## src/rtl/sram_ctrl_pkg.sv

```systemverilog
package sram_ctrl_pkg;

  typedef enum logic [2:0] {
    ST_IDLE,
    ST_SETUP,
    ST_READ_WAIT,
    ST_READ_CAPTURE,
    ST_WRITE_PULSE,
    ST_WRITE_RECOVER,
    ST_TURNAROUND
  } ctrl_state_e;

  typedef struct packed {
    logic cs_n;
    logic we_n;
    logic oe_n;
    logic dq_oe;
    logic ack;
  } strobe_t;

  function automatic int cdiv(input int num, input int den);
    return (num + den - 1) / den;
  endfunction

  function automatic int imax(input int a, input int b);
    return (a > b) ? a : b;
  endfunction

  function automatic strobe_t strobe_of(input ctrl_state_e st);
    strobe_t s;
    s = '{cs_n: 1'b1, we_n: 1'b1, oe_n: 1'b1, dq_oe: 1'b0, ack: 1'b0};
    unique case (st)
      ST_SETUP:         s.cs_n = 1'b0;
      ST_READ_WAIT:     begin s.cs_n = 1'b0; s.oe_n = 1'b0; end
      ST_READ_CAPTURE:  s.ack = 1'b1;
      ST_WRITE_PULSE:   begin s.cs_n = 1'b0; s.we_n = 1'b0; s.dq_oe = 1'b1; end
      ST_WRITE_RECOVER: s.ack = 1'b1;
      default:          ;
    endcase
    return s;
  endfunction

endpackage

```

## src/rtl/sram_phase_cnt.sv

```systemverilog
module sram_phase_cnt #(
  parameter int CW = 2
) (
  input  logic          clk_i,
  input  logic          rst_ni,
  input  logic          load_i,
  input  logic [CW-1:0] load_val_i,
  output logic          done_o
);

  logic [CW-1:0] cnt_q;

  always_ff @(posedge clk_i or negedge rst_ni) begin
    if (!rst_ni)            cnt_q <= '0;
    else if (load_i)        cnt_q <= load_val_i;
    else if (cnt_q != '0)   cnt_q <= cnt_q - 1'b1;
  end

  assign done_o = (cnt_q == '0);

endmodule

```

## src/rtl/sram_data_path.sv

```systemverilog
module sram_data_path #(
  parameter int AW = 15,
  parameter int DW = 8
) (
  input  logic          clk_i,
  input  logic          rst_ni,
  input  logic          accept_i,
  input  logic          capture_i,
  input  logic [AW-1:0] addr_i,
  input  logic [DW-1:0] wdata_i,
  input  logic [DW-1:0] dq_i,
  output logic [AW-1:0] addr_o,
  output logic [DW-1:0] dq_o,
  output logic [DW-1:0] rdata_o
);

  logic [AW-1:0] addr_q;
  logic [DW-1:0] wdata_q;
  logic [DW-1:0] rdata_q;

  always_ff @(posedge clk_i or negedge rst_ni) begin
    if (!rst_ni) begin
      addr_q  <= '0;
      wdata_q <= '0;
    end else if (accept_i) begin
      addr_q  <= addr_i;
      wdata_q <= wdata_i;
    end
  end

  always_ff @(posedge clk_i or negedge rst_ni) begin
    if (!rst_ni)        rdata_q <= '0;
    else if (capture_i) rdata_q <= dq_i;
  end

  assign addr_o  = addr_q;
  assign dq_o    = wdata_q;
  assign rdata_o = rdata_q;

  // read data only moves on a capture
  a_r9_rdata_hold: assert property (@(posedge clk_i) disable iff (!rst_ni)
    !$past(capture_i) |-> $stable(rdata_o));

endmodule

```

## src/rtl/sram_ctrl_fsm.sv

```systemverilog
module sram_ctrl_fsm
  import sram_ctrl_pkg::*;
#(
  parameter int RD_CYC = 2,
  parameter int WP_CYC = 3,
  parameter int TA_CYC = 1,
  parameter int CW     = 2
) (
  input  logic          clk_i,
  input  logic          rst_ni,
  input  logic          req_i,
  input  logic          wr_i,
  input  logic          done_i,
  output logic          load_o,
  output logic [CW-1:0] load_val_o,
  output logic          accept_o,
  output logic          capture_o,
  output logic          cs_n_o,
  output logic          we_n_o,
  output logic          oe_n_o,
  output logic          dq_oe_o,
  output logic          ack_o
);

  localparam logic [CW-1:0] RD_LD = CW'(RD_CYC - 1);
  localparam logic [CW-1:0] WP_LD = CW'(WP_CYC - 1);
  localparam logic [CW-1:0] TA_LD = CW'(TA_CYC - 1);

  ctrl_state_e state_q, state_d;
  logic        is_wr_q;
  strobe_t     strb_q;

  always_comb begin
    state_d    = state_q;
    load_o     = 1'b0;
    load_val_o = '0;
    accept_o   = 1'b0;
    capture_o  = 1'b0;
    unique case (state_q)
      ST_IDLE: if (req_i) begin
        accept_o = 1'b1;
        state_d  = ST_SETUP;
      end
      ST_SETUP: begin
        load_o = 1'b1;
        if (is_wr_q) begin
          load_val_o = WP_LD;
          state_d    = ST_WRITE_PULSE;
        end else begin
          load_val_o = RD_LD;
          state_d    = ST_READ_WAIT;
        end
      end
      ST_READ_WAIT: if (done_i) begin
        capture_o = 1'b1;
        state_d   = ST_READ_CAPTURE;
      end
      ST_READ_CAPTURE: begin
        load_o     = 1'b1;
        load_val_o = TA_LD;
        state_d    = ST_TURNAROUND;
      end
      ST_WRITE_PULSE:   if (done_i) state_d = ST_WRITE_RECOVER;
      ST_WRITE_RECOVER: state_d = ST_IDLE;
      ST_TURNAROUND:    if (done_i) state_d = ST_IDLE;
      default:          state_d = ST_IDLE;
    endcase
  end

  always_ff @(posedge clk_i or negedge rst_ni) begin
    if (!rst_ni) begin
      state_q <= ST_IDLE;
      is_wr_q <= 1'b0;
      strb_q  <= '{cs_n: 1'b1, we_n: 1'b1, oe_n: 1'b1, dq_oe: 1'b0, ack: 1'b0};
    end else begin
      state_q <= state_d;
      if (accept_o) is_wr_q <= wr_i;
      // strobes registered from next state: glitch-free pins
      strb_q  <= strobe_of(state_d);
    end
  end

  assign cs_n_o  = strb_q.cs_n;
  assign we_n_o  = strb_q.we_n;
  assign oe_n_o  = strb_q.oe_n;
  assign dq_oe_o = strb_q.dq_oe;
  assign ack_o   = strb_q.ack;

  // checker counters
  logic [CW:0] we_lo_cnt_q;
  logic [CW:0] oe_hi_cnt_q;

  always_ff @(posedge clk_i or negedge rst_ni) begin
    if (!rst_ni) begin
      we_lo_cnt_q <= '0;
      oe_hi_cnt_q <= (CW+1)'(TA_CYC);
    end else begin
      if (we_n_o)                   we_lo_cnt_q <= '0;
      else if (we_lo_cnt_q != '1)   we_lo_cnt_q <= we_lo_cnt_q + 1'b1;
      if (!oe_n_o)                  oe_hi_cnt_q <= '0;
      else if (oe_hi_cnt_q < (CW+1)'(TA_CYC)) oe_hi_cnt_q <= oe_hi_cnt_q + 1'b1;
    end
  end

  a_r4_wp_len: assert property (@(posedge clk_i) disable iff (!rst_ni)
    $rose(we_n_o) |-> (we_lo_cnt_q >= (CW+1)'(WP_CYC)));

  a_r4_oe_off_in_write: assert property (@(posedge clk_i) disable iff (!rst_ni)
    !we_n_o |-> (oe_n_o && !cs_n_o));

  a_r5_drive_with_we: assert property (@(posedge clk_i) disable iff (!rst_ni)
    dq_oe_o == !we_n_o);

  a_r6_turnaround: assert property (@(posedge clk_i) disable iff (!rst_ni)
    $rose(dq_oe_o) |-> (oe_hi_cnt_q >= (CW+1)'(TA_CYC)));

  a_r7_ack_pulse: assert property (@(posedge clk_i) disable iff (!rst_ni)
    ack_o |=> !ack_o);

  a_r1_idle_quiet: assert property (@(posedge clk_i) disable iff (!rst_ni)
    cs_n_o |-> (we_n_o && oe_n_o && !dq_oe_o));

endmodule

```

## src/rtl/sram_async_ctrl.sv

```systemverilog
module sram_async_ctrl
  import sram_ctrl_pkg::*;
#(
  parameter int AW        = 15,
  parameter int DW        = 8,
  parameter int CLK_NS    = 10,
  parameter int T_AA_NS   = 20,
  parameter int T_WP_NS   = 15,
  parameter int T_DW_NS   = 11,
  parameter int T_WHZ_NS  = 10,
  parameter int T_OHZ_NS  = 8
) (
  input  logic          clk_i,
  input  logic          rst_ni,
  input  logic          req_i,
  input  logic          we_i,
  input  logic [AW-1:0] addr_i,
  input  logic [DW-1:0] wdata_i,
  output logic          ack_o,
  output logic [DW-1:0] rdata_o,
  output logic          sram_cs_n_o,
  output logic          sram_we_n_o,
  output logic          sram_oe_n_o,
  output logic [AW-1:0] sram_addr_o,
  output logic [DW-1:0] sram_dq_o,
  input  logic [DW-1:0] sram_dq_i,
  output logic          sram_dq_oe_o
);

  localparam int RD_CYC = imax(1, cdiv(T_AA_NS, CLK_NS));
  // pulse sized for output enable held low: covers driver turn-off + setup
  localparam int WP_CYC = imax(imax(1, cdiv(T_WP_NS, CLK_NS)),
                               cdiv(T_WHZ_NS + T_DW_NS, CLK_NS));
  localparam int TA_CYC = imax(1, cdiv(T_OHZ_NS, CLK_NS));
  localparam int CW     = $clog2(imax(imax(RD_CYC, WP_CYC), TA_CYC) + 1);

  logic          load;
  logic [CW-1:0] load_val;
  logic          done;
  logic          accept;
  logic          capture;

  sram_phase_cnt #(.CW(CW)) u_cnt (
    .clk_i      (clk_i),
    .rst_ni     (rst_ni),
    .load_i     (load),
    .load_val_i (load_val),
    .done_o     (done)
  );

  sram_ctrl_fsm #(
    .RD_CYC (RD_CYC),
    .WP_CYC (WP_CYC),
    .TA_CYC (TA_CYC),
    .CW     (CW)
  ) u_fsm (
    .clk_i      (clk_i),
    .rst_ni     (rst_ni),
    .req_i      (req_i),
    .wr_i       (we_i),
    .done_i     (done),
    .load_o     (load),
    .load_val_o (load_val),
    .accept_o   (accept),
    .capture_o  (capture),
    .cs_n_o     (sram_cs_n_o),
    .we_n_o     (sram_we_n_o),
    .oe_n_o     (sram_oe_n_o),
    .dq_oe_o    (sram_dq_oe_o),
    .ack_o      (ack_o)
  );

  sram_data_path #(.AW(AW), .DW(DW)) u_dp (
    .clk_i     (clk_i),
    .rst_ni    (rst_ni),
    .accept_i  (accept),
    .capture_i (capture),
    .addr_i    (addr_i),
    .wdata_i   (wdata_i),
    .dq_i      (sram_dq_i),
    .addr_o    (sram_addr_o),
    .dq_o      (sram_dq_o),
    .rdata_o   (rdata_o)
  );

  a_r2_addr_hold: assert property (@(posedge clk_i) disable iff (!rst_ni)
    !$stable(sram_addr_o) |-> $past(sram_cs_n_o));

  a_r3_capture_in_read: assert property (@(posedge clk_i) disable iff (!rst_ni)
    capture |-> (!sram_oe_n_o && !sram_cs_n_o && sram_we_n_o));

endmodule

```

## config.mk

```make
export PLATFORM = sky130hd
export DESIGN_NAME = sram_async_ctrl
export DESIGN_NICKNAME = d
export VERILOG_FILES = /design/src/rtl/sram_ctrl_pkg.sv /design/src/rtl/sram_phase_cnt.sv /design/src/rtl/sram_data_path.sv /design/src/rtl/sram_ctrl_fsm.sv /design/src/rtl/sram_async_ctrl.sv
export SDC_FILE = /design/constraint.sdc
export NUM_CORES = 1
export LEC_CHECK = 0
export BUFFER_PORTS_ARGS = -buffer_cell sky130_fd_sc_hd__buf_2
export CAP_MARGIN = 20
export CORE_UTILIZATION = 51
export CTS_CLUSTER_SIZE = 20
export DETAILED_ROUTE_END_ITERATION = 6
export MAX_ROUTING_LAYER = met4
export PLACE_DENSITY = 0.84
export SETUP_SLACK_MARGIN = 0.02
export SYNTH_ARGS = -nofsm -noshare
export SYNTH_HDL_FRONTEND = slang
export SYNTH_SLANG_ARGS = --single-unit
```

## constraint.sdc

```tcl
create_clock -name clk_i -period 4.3 [get_ports clk_i]
set_input_delay 0.86 -clock clk_i [delete_from_list [all_inputs] [get_ports clk_i]]
set_output_delay 0.86 -clock clk_i [all_outputs]
set_load 0.01 [all_outputs]
```

==> results.md, run 1 <==
* Syn Nets at 148
* Largest net degree at the start of global routing at 43
* CTS max path bufs at 2
* Initial Utilization at 0.553
* LEAKAGE at roughly 1.1 nW
* Total grt overflow at 0
* Kind of end point of the critical path: output pin
* Final Util at 0.686
* WS Path Type: reg -> out
* Fill count at approximately 240
* Global Route Usage Sum at 0.183
* Tmin final at approximately 1.9 ns
* Post-synth EDFFs at 0
* Die Ht at about 60 um
* Synthesized instance count at 112
* FF+latch area at approximately 1100 um2
* Multi-input gate area at 602 um2
* Setup slack, reg-to-reg at between 2 and 3 ns
* Setup TNS Final at 0 ns
* Run status: complete, no violations
* Initial antenna violation count at 0
* Final period utilization at 0.431
* Worst EP required at 3.44 ns
* Mux share of post-synthesis cell area at 0.236
* Post-DR vias/cell at about 5
* # H-tree levels at 2
* Yosys cell types at 28
* Reg clk slew, reported paths at about 0.11 ns
* WL/cell at approximately 13 um
* Max Cap Viol at 0
* RSZ-0062 raised after global routing: no
* Final HPWL DP at ~2.1 mm
* 1st-iter DRT viols at 22
* Critical Path AT at 0.99 ns
* Slew @ Worst Pin at 0.864 ns
* Syn. warnings at 0
* HP Class: reg -> reg
* RePlAce Congestion at 0.680
* Die ar. at between 3000 and 4000 um2
* Comb pwr share at 0.434
* Ys async rst share at 1.00
* Peak supply drop at roughly 0.36 mV
* First-pass GRT wire length at roughly 4.5 mm
* Final ANT Viol Nets at 0
* Crit path cell chain: buf_2
* Sinks on the clock net at between 40 and 50
* Post-synthesis instance area at about 1700 um2
* Vias at 1112
* Rel. slew slack at 0.424
* Io pins at 71
* Final number of setup-violating endpoints at 0
* Clk pwr share at 0.120
* Vias in the first global route at about 1100
* Worst-skew pair later-pin latency at around 0.34 ns
* Syn avg cell area at 15.5 um2
* Area Growth Syn to Fin at 23.9%
* Grt peak-use layer: met2
* CP max-delay cell: dfstp_2
* Layout cell share with drive strength beyond 1 at 0.598
* CTS Buf Count at 5
* Port bufs at 70
* Row count at 20
* Seq pwr share at 0.445
* Met2 Use GR at 0.279
* Max FO, Critical Path at 1
* Die width at around 60 um
* P_sw at roughly 0.55 mW
* Post-Layout Inst Area at between 2000 and 2500 um2
* M3 GR Usage at 0.0714
* Drt pass-1 iters at 4
* Synth Area in Compound Gates at 0.0304
* Internal at approximately 1.1 mW
* F_max at 540 MHz
* Met1 Track Usage GR at 0.216
* CTS tree: done
* Diodes inserted at 0
* Post-cts resize count at 0
* CTS Hold Buffers Added at 0
* Startpoint Class: register
* Switching Fraction at 0.341
* Power Dens Cells at roughly 760 nW/um2
* Min Hold Slack at 0.498 ns
* Final wirelength at 2.87 mm
* Ys flop type: dfrtp_1
* Slew Limit Fails at 0
* Root Buffer: clkbuf_4
* Postcts setup bufs at 0
* Synth Area in XOR/XNOR at 0.0101
* Placed Area at between 2000 and 2500 um2
* Worst Path Buf+Inv at 1
* Residual DRC at 0
* Post-synthesis adder-cell area fraction at 0.00723
* Fin. Hold Viols at 0
* CP peak stage delay at 0.54 ns
* Clock Skew at roughly 0.0042 ns
* Register area share after synthesis at 0.610
* Largest family of logic cells by synthesized area: multiplexers
* Number of synthesized register bits at 42
* Final nets at approximately 220
* Core area at roughly 3100 um2
* Top Family by Delay on Critical Path: flip-flops
* Simple-gate share of the synthesized area at 0.0644
worst paths after layout:
check / start / to / depth (start not counted)
max: u_fsm.we_n_o / sram_we_n_o / 1
min: u_dp.dq_o[2] / u_dp.dq_o[2] / 1
max reg2reg: u_fsm.state_q[0] / u_dp.addr_o[4] / 3
min reg2reg: u_dp.dq_o[2] / u_dp.dq_o[2] / 1
max in group asynchronous: rst_ni / u_dp.addr_o[5] / 1
min in group asynchronous: rst_ni / u_fsm.ack_o / 1
registers in the layout, summed over array words and instances, names as in the netlist:
signal,cells
u_dp.addr_o,15
u_dp.dq_o,8
u_dp.rdata_o,8
u_fsm.state_q,3
u_cnt.cnt_q,2
u_fsm.ack_o,1
u_fsm.cs_n_o,1
u_fsm.dq_oe_o,1
u_fsm.is_wr_q,1
u_fsm.oe_n_o,1
u_fsm.we_n_o,1
Yosys cell counts (2+ instances only):
cell | n | area, um2
a21oi_1 | 3 | 15.0
buf_6 | 4 | 45.0
dfrtp_1 | 39 | 976
dfstp_2 | 3 | 78.8
inv_1 | 4 | 15.0
mux2_1 | 7 | 78.8
mux2_2 | 15 | 169
mux2_4 | 10 | 150
nand2b_1 | 3 | 18.8
nor2_1 | 5 | 18.8
xor2_1 | 2 | 17.5
power by group through the flow:
stage	clock, mW	combinational [mW]	sequential, mW
floorplan	0	0.432	0.787
global placement	0	0.691	0.722
detailed placement	0	0.720	0.733
CTS	0.204	0.719	0.728
global route	0.222	0.776	0.752
finish	0.195	0.706	0.724
kinds of logic (layout without fill, tap and decap cells):
family                   Yosys count  after routing
flip-flops                        42             42
multiplexers                      33             33
AND/OR/NAND/NOR                   15             15
buffers and inverters             11             83
AO/OA/AOI/OAI                      8              8
XOR/XNOR                           2              2
adder cells (fa/ha/maj)            1              1
placed cells by master, fill, tap and decap left out:
| cell | count |
|---|---|
| a2bb2oi_1 | 1 |
| a21oi_1 | 3 |
| clkbuf_8 | 1 |
| nand2b_1 | 3 |
| dfstp_2 | 3 |
| nand4b_1 | 1 |
| nor4b_4 | 1 |
| a22oi_1 | 1 |
| o21ai_0 | 1 |
| xor2_1 | 2 |
| or2_2 | 1 |
| o22ai_1 | 1 |
| mux2_2 | 15 |
| nor2_1 | 5 |
| mux2i_1 | 1 |
| buf_4 | 1 |
| clkinv_2 | 1 |
| mux2_4 | 10 |
| inv_1 | 4 |
| nand3b_1 | 1 |
| clkbuf_1 | 1 |
| and4b_1 | 1 |
| nor3_1 | 1 |
| and4bb_2 | 1 |
| clkbuf_4 | 5 |
| mux2_1 | 7 |
| dfrtp_1 | 39 |
| buf_2 | 70 |
| ha_1 | 1 |
| a21bo_2 | 1 |
metrics by stage:
stage	total power [mW]	setup slack, ns	cells
after detailed placement	1.45	2.27	220
after floorplan	1.22	2.35	112
final	1.63	2.45	228
after CTS	1.65	2.43	228
after global placement	1.41	2.31	220
after global routing	1.75	2.39	228
final cells by class:
| class | count | share of cell area |
|---|---|---|
| clock buffers | 7 | 0.0257 |
| multi-input cells | 59 | 0.281 |
| inverters | 4 | 0.00700 |
| well taps | 44 | 0.0257 |
| clock inverters | 1 | 0.00233 |
| flip-flops and latches | 42 | 0.492 |
| repair buffers | 71 | 0.167 |
per-layer routing:
metal  share of wire  vias to the layer above
li1                -                      525
met3           0.057                        2
met2            0.52                       38
met4          0.0049                        0
met1            0.42                      547
met5               0                        -
No activity file was read; power rests on OpenSTA's default activity.
==> inputs of run 2 (changes only) <==
ABC_AREA = 1   (was not set)
CORE_UTILIZATION = 47   (was 51)
PLACE_DENSITY = 0.79   (was 0.84)
clock period = 1.8 ns   (was 4.3 ns; I/O delays follow)
==> run 2 against run 1 <==
Critical path depth rose by 7; synthesized cell count up 55%; total power grew 130%; final area is 0.29% higher; hold slack worse by 0.31 ns; via count rose by 22%; die area is 5.1% higher; utilization shrank 5.1 points; synthesized area is 3.0% lower; critical path type is now reg -> reg.
==> results.md, run 2 <==
* Comb pwr share at 0.429
* Final Util at 0.635
* P_sw at 1.45 mW
* Synth area leaders: dfrtp_1, nand2_1, mux2_2, dfstp_2, inv_1
* Final HPWL DP at 2.40 mm
* Number of synthesized register bits at 42
* CP startpoint: u_fsm.state_q[0]
* Final nets at around 290
* Power Dens Cells at roughly 1700 nW/um2
* Ys flop type: dfrtp_1
* Seq pwr share at 0.452
* Commonest non-fill, non-tap cell in the layout: nand2_1
* Die ar. at 3820 um2
* # H-tree levels at 2
* Switching Fraction at 0.394
* Vias at 1352
* Total grt overflow at 0
* Post-Layout Inst Area at 2150 um2
* Slew Limit Fails at 0
* CTS max path bufs at 2
* 1st-iter DRT viols at 33
* Max Cap Viol at 0
* Placed Area at 2090 um2
* Worst EP required at between 2 and 2.5 ns
* Setup slack, reg-to-reg at roughly 0.37 ns
* Worst Setup EP: u_fsm.cs_n_o
* Critical Path AT at 1.71 ns
* HP Class: in -> reg
* Initial antenna violation count at 0
* Syn avg cell area at between 9 and 10 um2
* Slew @ Worst Pin at between 0.3 and 0.4 ns
* Die Ht at between 60 and 70 um
* Synthesized instance count at approximately 170
* Peak supply drop at 0.939 mV
* Core area at ~3400 um2
* Clock Skew at roughly 0.013 ns
* Synth top area share at 0.581
* Final ANT Viol Nets at 0
* Fin. Hold Viols at 0
* Initial Utilization at 0.495
* Max reg flops at 15
* Min Hold Slack at approximately 0.18 ns
* Row count at 21
* Ys async rst share at 1.00
* Post-DR vias/cell at approximately 4.5
* Kind of end point of the critical path: register
* Fill count at 290
* Vias in the first global route at roughly 1200
* Reg2reg end: u_fsm.cs_n_o
* Setup TNS Final at 0 ns
* Drt pass-1 iters at 4
* WL/cell at approximately 11 um
* Die width at roughly 62 um
* Clk pwr share at 0.119
* Sinks on the clock net at 42
* Most numerous cell in the Yosys netlist: nand2_1
* Commonest cells in the synthesized netlist: nand2_1, dfrtp_1, inv_1
* Internal at approximately 2.2 mW
* Post-cts resize count at 0
* Area Growth Syn to Fin at 28.1%
* Yosys cell types at 21
* Post-synth EDFFs at 0
* Tmin final at roughly 1.4 ns
* Rel. slew slack at 0.775
* Final period utilization at 0.797
* First-pass GRT wire length at 5.09 mm
* Yosys top cell by area: dfrtp_1
* CTS Buf Count at 5
* Syn Nets at 210
* Post-synthesis instance area at 1680 um2
* Syn. warnings at 0
* Final wirelength at about 3.3 mm
* Max FO, Critical Path at 24
* Run status: complete, no violations
* Root Buffer: clkbuf_4
* Global Route Usage Sum at 0.199
* F_max at 697 MHz
* WS Path Type: reg -> reg
* Reg clk slew, reported paths at between 0.1 and 0.15 ns
* Largest net degree at the start of global routing at 25
* Diodes inserted at 0
* Startpoint Class: register
* Layout cell share with drive strength beyond 1 at 0.395
* Io pins at ~70
* Hold Path Depth at 3
* Commonest non-fill, non-tap cells in the layout: nand2_1, buf_2, dfrtp_1, inv_1, nor2_1
* Residual DRC at 0
* RePlAce Congestion at approximately 0.87
* LEAKAGE at roughly 1.3 nW
* Port bufs at 70
* Register-to-Register Path Depth at 8
* CTS tree: done
* RSZ-0062 raised after global routing: no
* Worst R2R Start: u_fsm.state_q[0]
* Register area share after synthesis at 0.628
* Final number of setup-violating endpoints at 0
* Worst-skew pair later-pin latency at 0.36 ns
## run 2: cell types whose count changed in the layout (fill, tap and decap cells not counted), moves of 4 or more
cell / delta
nor2_1: +4
mux2_2: -7
nand2_1: +79
mux2_4: -10
mux2_1: -7
inv_1: +7
## run 2: per-layer routing
layer	share of wire	GRT usage	vias to the layer above
met3	0.058	0.0497	7
met4	0.018	0.114	0
li1	-	-	690
met2	0.43	0.278	59
met5	0	-	-
met1	0.49	0.265	596
## run 2: cell families after synthesis
family | Yosys count | synth area share
compound gates | 8 | 0.0268
fa+ha+maj | 1 | 0.00745
buf+inv | 17 | 0.0440
flops | 42 | 0.628
mux | 8 | 0.0537
simple gates | 98 | 0.240
## run 2: layout make-up
type | instances | area (um2) | area share
multi-input cells | 115 | 551 | 0.256
flip-flops and latches | 42 | 1050 | 0.490
repair buffers | 75 | 390 | 0.182
clock buffers | 8 | 48.8 | 0.0227
well taps | 46 | 57.6 | 0.0268
inverters | 13 | 48.8 | 0.0227
## run 2: how the worst min path moves through the flow
stage / start / endpoint / slack, ns
after floorplan: rst_ni / u_cnt.cnt_q[0] / 0.06
after global placement: rst_ni / u_fsm.state_q[2] / 0.29
after detailed placement: rst_ni / u_fsm.state_q[2] / 0.29
after CTS: addr_i[4] / u_dp.addr_o[4] / 0.18
after global routing: addr_i[2] / u_dp.addr_o[2] / 0.17
final: addr_i[4] / u_dp.addr_o[4] / 0.18
## run 2: what timing repair did
action / in CTS / in global routing
hold endpoints to repair: 11 / 0
hold buffers: 1 / 0
buffers inserted: 0 / 0
## run 2: power groups by stage
stage	clock (mW)	sequential, mW	combinational [mW]
5_1_grt	0.492	1.72	1.81
6_report	0.439	1.66	1.58
4_1_cts	0.451	1.67	1.60
3_5_place_dp	0	1.68	1.59
3_3_place_gp	0	1.66	1.56
2_1_floorplan	0	1.84	0.819
## run 2: through the flow
step / cells / worst slack (ns) / power, mW
after floorplan: 174 / 0.526 / 2.66
after global placement: 290 / 0.427 / 3.22
after detailed placement: 290 / 0.386 / 3.27
after CTS: 299 / 0.351 / 3.71
after global routing: 299 / 0.193 / 4.02
final: 299 / 0.366 / 3.68
## run 2: worst max-delay path: stages, from the launching register on
cell and delay, ns:
dfrtp_1 0.48, nor2_4 0.08, nand2_2 0.09, buf_4 0.25
nand3_1 0.13, nor2_1 0.14, nand2_2 0.08, nand2_1 0.06
nor2_1 0.04
